## src/rtl/sar_adc_pkg.sv

```systemverilog
package sar_adc_pkg;
  localparam int ADC_BITS = 5;

  typedef enum logic [1:0] {
    S_IDLE  = 2'd0,
    S_TRIAL = 2'd1,
    S_LATCH = 2'd2
  } sar_state_e;

  // first trial code: only the top bit set
  function automatic logic [ADC_BITS-1:0] sar_seed();
    logic [ADC_BITS-1:0] c;
    c = '0;
    c[ADC_BITS-1] = 1'b1;
    return c;
  endfunction

  // resolve bit idx with the comparator decision, then raise the next lower bit
  function automatic logic [ADC_BITS-1:0] sar_step(
    input logic [ADC_BITS-1:0] code,
    input int unsigned         idx,
    input logic                keep
  );
    logic [ADC_BITS-1:0] c;
    c = code;
    if (!keep) c[idx] = 1'b0;
    if (idx > 0) c[idx-1] = 1'b1;
    return c;
  endfunction
endpackage

```

## src/rtl/sar_pin_mode.sv

```systemverilog
module sar_pin_mode #(
  parameter int NPINS = 2
) (
  input  logic             clk,
  input  logic             rst_n,
  input  logic             mode_we,
  input  logic [NPINS-1:0] mode_wdata,
  input  logic [NPINS-1:0] pin_din,
  output logic [NPINS-1:0] pin_rd,
  output logic [NPINS-1:0] mode_q
);
  always_ff @(posedge clk or negedge rst_n) begin
    if (!rst_n)       mode_q <= '0;
    else if (mode_we) mode_q <= mode_wdata;
  end

  for (genvar i = 0; i < NPINS; i++) begin : g_gate
    assign pin_rd[i] = pin_din[i] & ~mode_q[i];

    AST_ANALOG_READS_ZERO: assert property (@(posedge clk) disable iff (!rst_n)
      mode_we && mode_wdata[i] |=> !pin_rd[i]);
  end
endmodule

```

## src/rtl/sar_start_decode.sv

```systemverilog
module sar_start_decode #(
  parameter int CHW = 1
) (
  input  logic           ctl_we,
  input  logic [3:0]     ctl_wdata,
  output logic           start_req,
  output logic [CHW-1:0] start_chan
);
  assign start_req  = ctl_we & ctl_wdata[3] & ctl_wdata[2];
  assign start_chan = ctl_wdata[CHW-1:0];
endmodule

```

## src/rtl/sar_engine.sv

```systemverilog
module sar_engine
  import sar_adc_pkg::*;
#(
  parameter int RES       = ADC_BITS,
  parameter int TRIAL_CYC = 19,
  parameter int CHW       = 1
) (
  input  logic           clk,
  input  logic           rst_n,
  input  logic           start_req,
  input  logic [CHW-1:0] start_chan,
  input  logic           cmp_ge,
  input  logic           rd_result,
  output logic [RES-1:0] dac_code,
  output logic [CHW-1:0] chan_q,
  output logic           busy,
  output logic           done,
  output logic [RES-1:0] result
);
  localparam int CW    = (TRIAL_CYC > 1) ? $clog2(TRIAL_CYC) : 1;
  localparam int IW    = (RES > 1) ? $clog2(RES) : 1;
  localparam int TOTAL = RES * TRIAL_CYC + 1;
  localparam int LW    = $clog2(TOTAL + 2);

  sar_state_e      state;
  logic [CW-1:0]   cnt;
  logic [IW-1:0]   idx;
  logic [RES-1:0]  sar;
  logic            trial_end;
  logic            latch_evt;
  logic            accept;

  assign trial_end = (state == S_TRIAL) && (cnt == CW'(TRIAL_CYC - 1));
  assign latch_evt = (state == S_LATCH);
  assign accept    = (state == S_IDLE) && start_req;
  assign busy      = (state != S_IDLE);
  assign dac_code  = sar;

  always_ff @(posedge clk or negedge rst_n) begin
    if (!rst_n) begin
      state  <= S_IDLE;
      cnt    <= '0;
      idx    <= '0;
      sar    <= '0;
      chan_q <= '0;
      result <= '0;
    end else begin
      case (state)
        S_IDLE: if (accept) begin
          state  <= S_TRIAL;
          cnt    <= '0;
          idx    <= IW'(RES - 1);
          sar    <= sar_seed();
          chan_q <= start_chan;
        end
        S_TRIAL: if (trial_end) begin
          cnt <= '0;
          sar <= sar_step(sar, int'(idx), cmp_ge);
          if (idx == '0) state <= S_LATCH;
          else           idx   <= idx - 1'b1;
        end else begin
          cnt <= cnt + 1'b1;
        end
        S_LATCH: begin
          result <= sar;
          sar    <= '0;
          state  <= S_IDLE;
        end
        default: state <= S_IDLE;
      endcase
    end
  end

  always_ff @(posedge clk or negedge rst_n) begin
    if (!rst_n)         done <= 1'b0;
    else if (latch_evt) done <= 1'b1;
    else if (rd_result) done <= 1'b0;
  end

  // cycle counter for the length check only
  logic [LW-1:0] len_q;
  always_ff @(posedge clk or negedge rst_n) begin
    if (!rst_n)      len_q <= '0;
    else if (accept) len_q <= '0;
    else if (busy)   len_q <= len_q + 1'b1;
  end

  AST_CONV_LENGTH: assert property (@(posedge clk) disable iff (!rst_n)
    $fell(busy) |-> len_q == LW'(TOTAL));
  AST_MSB_FIRST: assert property (@(posedge clk) disable iff (!rst_n)
    $rose(busy) |-> dac_code == sar_seed());
  AST_DONE_ON_FINISH: assert property (@(posedge clk) disable iff (!rst_n)
    latch_evt |=> done && !busy);
  AST_READ_CLEARS: assert property (@(posedge clk) disable iff (!rst_n)
    rd_result && !latch_evt |=> !done && $stable(result));
  AST_BUSY_IGNORES_START: assert property (@(posedge clk) disable iff (!rst_n)
    busy && start_req && !trial_end |=> $stable(idx) && $stable(chan_q));
endmodule

```

## src/rtl/sar_adc_ctrl.sv

```systemverilog
module sar_adc_ctrl
  import sar_adc_pkg::*;
#(
  parameter int NPINS     = 2,
  parameter int RES       = ADC_BITS,
  parameter int TRIAL_CYC = 19,
  localparam int CHW      = (NPINS > 1) ? $clog2(NPINS) : 1
) (
  input  logic             clk,
  input  logic             rst_n,
  input  logic             mode_we,
  input  logic [NPINS-1:0] mode_wdata,
  input  logic [NPINS-1:0] pin_din,
  output logic [NPINS-1:0] pin_rd,
  input  logic             ctl_we,
  input  logic [3:0]       ctl_wdata,
  input  logic             rd_result,
  input  logic             cmp_ge,
  output logic [RES-1:0]   dac_code,
  output logic [CHW-1:0]   ana_sel,
  output logic             busy,
  output logic             done,
  output logic [RES-1:0]   result
);
  logic [NPINS-1:0] mode_q;
  logic             start_req;
  logic [CHW-1:0]   start_chan;

  sar_pin_mode #(.NPINS(NPINS)) u_mode (
    .clk(clk), .rst_n(rst_n), .mode_we(mode_we), .mode_wdata(mode_wdata),
    .pin_din(pin_din), .pin_rd(pin_rd), .mode_q(mode_q)
  );

  sar_start_decode #(.CHW(CHW)) u_dec (
    .ctl_we(ctl_we), .ctl_wdata(ctl_wdata),
    .start_req(start_req), .start_chan(start_chan)
  );

  sar_engine #(.RES(RES), .TRIAL_CYC(TRIAL_CYC), .CHW(CHW)) u_eng (
    .clk(clk), .rst_n(rst_n), .start_req(start_req), .start_chan(start_chan),
    .cmp_ge(cmp_ge), .rd_result(rd_result), .dac_code(dac_code),
    .chan_q(ana_sel), .busy(busy), .done(done), .result(result)
  );

  AST_START_NEEDS_BOTH: assert property (@(posedge clk) disable iff (!rst_n)
    !busy && !(ctl_we && ctl_wdata[3] && ctl_wdata[2]) |=> !busy);
endmodule

```

## config.mk

```make
export PLATFORM = sky130hd
export DESIGN_NAME = sar_adc_ctrl
export DESIGN_NICKNAME = d
export VERILOG_FILES = /design/src/rtl/sar_adc_pkg.sv /design/src/rtl/sar_pin_mode.sv /design/src/rtl/sar_start_decode.sv /design/src/rtl/sar_engine.sv /design/src/rtl/sar_adc_ctrl.sv
export SDC_FILE = /design/constraint.sdc
export NUM_CORES = 1
export LEC_CHECK = 0
export BUFFER_PORTS_ARGS = -buffer_cell sky130_fd_sc_hd__buf_2
export CORE_MARGIN = 2
export CORE_UTILIZATION = 53
export DETAILED_ROUTE_END_ITERATION = 6
export MAX_ROUTING_LAYER = met4
export PLACE_DENSITY = 0.78
export SYNTH_ARGS = -nofsm -noshare
export SYNTH_HDL_FRONTEND = slang
export SYNTH_SLANG_ARGS = --single-unit
export TNS_END_PERCENT = 20
```

## constraint.sdc

```tcl
create_clock -name clk -period 2.73 [get_ports clk]
set_input_delay 0.273 -clock clk [delete_from_list [all_inputs] [get_ports clk]]
set_output_delay 0.273 -clock clk [all_outputs]
set_load 0.01 [all_outputs]
```

* After elaboration in Yosys (flattened, before gate mapping)
Cells that the tools add are included.
Operators by class: add/sub/neg operators 3, order comparisons 5, equal/unequal tests 7, mux-type cells 24, bitwise logic cells 9, reduce and logical (&&, ||, !) cells 15
Operator list (number):
- 2-to-1 mux 5 bit | 8
- greater-or-equal comparator 32 x 1 -> 1 bit, second input constant | 1
- < comparator 32 x 4 -> 1 bit, second input constant | 1
- one-hot mux 5 bit (3 select lines) | 1
- one-hot mux 5 bit (2 select lines) | 1
- 2-to-1 mux 3 bit | 3
- demux 1 bit (select 3 bit) | 2
- 2-to-1 mux 2 bit | 3
- one-hot mux 3 bit (2 select lines) | 1
- AND reduction 3 bit | 2
- nonzero test 2 bit | 3
- adder 5 x 1 -> 5 bit, second input constant | 1
- AND 5 bit | 1
- equality test 5 bit, second input constant | 1
- NOT 5 bit | 1
- bitwise OR 5 bit | 1
- AND 1 bit | 4
- logical AND 1 bit | 4
- < comparator 3 x 4 -> 1 bit, second input constant | 1
- 2-to-1 mux 1 bit | 4
- inequality test 2 x 1 -> 1 bit, second input constant | 2
- inequality test 2 bit, second input constant | 2
- one-hot mux 2 bit (2 select lines) | 1
- AND reduction 2 bit | 2
- 11 further kinds | 12
Storage, ports and cells: bits in registers 24, input port bits 14, output and inout port bits 15, logic and storage cells 71

* Depth between registers and ports, before layout
word-level depth 13, gate-level depth with buffers 7

* Hierarchy
From an unflattened synthesis, not the netlist that was laid out.
Unflattened totals: cells, all modules 132, area total of the unflattened synthesis 1321.3 um^2
By module, submodules not included:
- sar_engine | times used 1, cells an instance 124, area each 1222.4 um^2, sequential area each 550.5 um^2
- sar_pin_mode | times used 1, cells an instance 6, area each 85.1 um^2, sequential area each 50.0 um^2
- sar_start_decode | times used 1, cells an instance 2, area each 13.8 um^2, sequential area each 0.0 um^2

* Least setup slack after synthesis
Ideal clock, no wire load.
path kind flip-flop to flip-flop, from register u_eng.cnt[0], to register u_eng.idx[2], setup time 120 ps, arrival 1774 ps, path slack 835 ps, stages on the path, launching flop included 7, path buffers 0, clock period less this slack 1895 ps, cells stage by stage dfrtp_1 > inv_1 > ha_1 > nand4bb_4 > a22oi_1 > or4b_2 > o211a_1
Between the ends: word-level cells in the longest chain between the ends 4
Ends and longest elaborated chain:
- from (decl) | RTL line sar_engine.sv:26 | logic [CW-1:0] cnt;
- from (signal assigned) | RTL line sar_engine.sv:62 | cnt <= cnt + 1'b1;
- equality test 5 bit | RTL line sar_engine.sv:33 | assign trial_end = (state == S_TRIAL) && (cnt == CW'(TRIAL_CYC - 1));
- logical AND 1 bit | RTL line sar_engine.sv:33
- inequality test 2 x 1 -> 1 bit (no line)
- AND reduction 4 bit (no line)
- to (signal assigned) | RTL line sar_engine.sv:52 | idx <= IW'(RES - 1);
- to (signal assigned) | RTL line sar_engine.sv:60 | else idx <= idx - 1'b1;
- to (decl) | RTL line sar_engine.sv:27 | logic [IW-1:0] idx;
Every way passes these cells. A chain may end at the register's enable or synchronous reset.

* Final worst setup path
Same ends and word-level chain as after synthesis.

==> results_dict.tcl <==
set metrics [dict create \
    numClockSinks 24 \
    antenna_cells 0 \
    synth-main-ff-cell "dfrtp_1" \
    synthAdderAreaFrac 0.0833 \
    grt_antenna_before_repair 0 \
    synth_compound_area_frac 0.175 \
    viasPerCell 5.77 \
    cts_buffer_depth 2 \
    hpwl_um 1960 \
    ir_worst_vdd_v 0.000617 \
    async_reset_ff_frac 1.00 \
    nFillCells 220 \
    drv_slew 0 \
    synth_top_family_by_area "compound AO/OA/AOI/OAI gates" \
    finalCritPeriodShare 0.776 \
    fin_nets 182 \
    synth_top_cells_by_count "24 x dfrtp_1, 11 x o21ai_0, 10 x nand2_1" \
    layoutNonFillerInstCount 188 \
    finalCriticalPeriod_ps 2120 \
    synth.distinct_cells 38 \
    port_buffers 27 \
    synth_area_mm2 0.00135 \
    drv_cap 0 \
    tightest_slew_ps 726 \
    htreeDepth 1 \
    avgSynthCellArea_um2 10.5 \
    drt_wl_total_um 2580 \
    rows 18 \
    die-width_um 54.5 \
    layout-drive-gt1-share 0.297 \
    clkLatencyLatePin_ps 310 \
    rr_worst_depth 6 \
    ios 29 \
    finalHoldViolCount 0 \
    preCtsSetupSlack_ps 621 \
    crit_required_ps 2940 \
    fmax_mhz 472 \
    initial_utilization 0.550 \
    hold_depth 2 \
    status "completed" \
    fin_ws_ps 611 \
    synthSimpleGateAreaFrac 0.163 \
    grt_pass1_wl_um 4230 \
    dp_cells 183 \
    ys_top_cells_by_area "dfrtp_1 44%, ha_1 8.3%, mux2_2 7.5%" \
    ys_seq_elements 24 \
    tns_ps 0 \
    die_area_mm2 0.00297 \
    synth.top_cell.area_share 0.444 \
    first_iter_violations 19 \
    slew_headroom 0.502 \
    core_area_mm2 0.00245 \
    synth_most_common_cell "dfrtp_1" \
    grt_pass1_vias 1019 \
    rsz0062_at_grt "false" \
    drc 0 \
    setup_viol 0 \
    yosys_warnings 0 \
    synth_fp_nets 152 \
    syn_inst 129 \
    clk_pin_slew_ps 120 \
    die_h_um 54.5 \
    synth_top_area_cell "dfrtp_1" \
    yosysSeqAreaShare 0.444 \
    grt_max_degree 25 \
    worstSetupPathType "flop to flop" \
    synth-xor-area-share 0 \
    hold_class "primary input to flop" \
    cts_buffers 3 \
    powerDensity_mw_per_mm2 955 \
    syn_to_final_growth_pct 14.3 \
    hold_slack_ps 185 \
    via_count 1084 \
    cts_tree "done" \
    firstDrtPassIters 4 \
    finClkSkew_ps 9.03 \
    post_cts_buffers 0 \
    synthMuxAreaShare 0.0898 \
    cp-end-kind "flop" \
    root_buffer "clkbuf_4" \
    grtUsageTotal 0.205 \
    post_cts_resized 0 \
    antenna_left 0 \
    drt-wirelength-per-cell_um 13.7 \
    arrival_ps 2320 \
    critPathMaxFanout 5 \
    synth_edf_count 0 \
    start_kind "flop" \
    overflow 0 \
    power_leakage_uw 0.000752 \
    place_congestion 0.860 \
]
[registers in the layout, indices dropped and copies added, names as in the netlist]
signal / count
u_eng.idx: 3
u_eng.chan_q: 1
u_mode.mode_q: 2
u_eng.result: 5
u_eng.state: 2
u_eng.done: 1
u_eng.cnt: 5
u_eng.dac_code: 5
[layout by cell type, fill, tap and decap left out, types with 2 or more instances in the layout]
cell type	netlist	layout
a21oi_1	5	5
a22o_1	3	3
a31oi_1	3	3
buf_2	0	27
clkbuf_4	0	3
dfrtp_1	24	24
ha_1	9	9
inv_1	9	9
mux2_2	9	9
mux2i_1	2	2
nand2_1	10	10
nand2b_1	3	3
nand3_1	5	5
nor2_1	5	5
nor2b_1	2	2
nor3_1	2	2
o21ai_0	11	11
o21ai_1	2	2
o22ai_1	2	2
or2_2	2	2
[area by class of cell]
cell class / count / area (µm²) / area share
Timing Repair Buffer: 28 / 145 / 0.0940
Multi-Input combinational cell: 93 / 691 / 0.447
Clock buffer: 4 / 36.3 / 0.0235
Sequential cell: 24 / 601 / 0.389
Tap cell: 30 / 37.5 / 0.0243
Inverter: 9 / 33.8 / 0.0219
[cells by family after synthesis]
logic type      Yosys count
simple gates             37
fa+ha+maj                 9
buf+inv                  12
flops                    24
mux                      11
compound gates           36
[per-layer routing]
layer / track usage / vias to the layer above / wire length [µm]
li1: - / 530 / -
met1: 0.252 / 517 / 1160
met2: 0.335 / 33 / 1250
met3: 0.0246 / 4 / 133
met4: 0.100 / 0 / 40
met5: - / - / 0
[final timing paths]
path                         startpoint               to  slack (ps)
max reg2reg                u_eng.cnt[0]     u_eng.idx[2]         610
min reg2reg                  u_eng.done       u_eng.done         490
max                        u_eng.cnt[0]     u_eng.idx[2]         610
max in group asynchronous         rst_n  u_eng.result[2]        1910
min                        ctl_wdata[0]     u_eng.chan_q         190
min in group asynchronous         rst_n     u_eng.idx[0]         460
[what timing repair did]
item | 4_1_cts | 5_1_grt
endpoints found under the hold margin | 24 | 0
endpoints found under the setup margin | 0 | 0
hold buffers | 1 | 0
[critical path, cell delays in order (launching register included)]
cell and delay (ps):
dfrtp_1 450, inv_1 80, ha_1 200, nand4bb_4 150, a22oi_1 370, or4b_2 620
o211a_1 160
[per-stage QoR]
step	utilization	total power (µW)	area (µm²)
floorplan	-	1100	1350
global placement	0.610	1250	1500
detailed placement	0.610	1290	1500
CTS	0.629	1480	1540
global route	0.629	1610	1540
finish	0.629	1470	1540
[where the power goes]
group | switching, µW | leakage (µW) | total [µW] | internal [µW]
clock | 106 | 0.0000210 | 187 | 81.5
sequential | 98.6 | 0.000316 | 549 | 451
combinational | 419 | 0.000416 | 737 | 318
(Power assumes the default switching activity.)
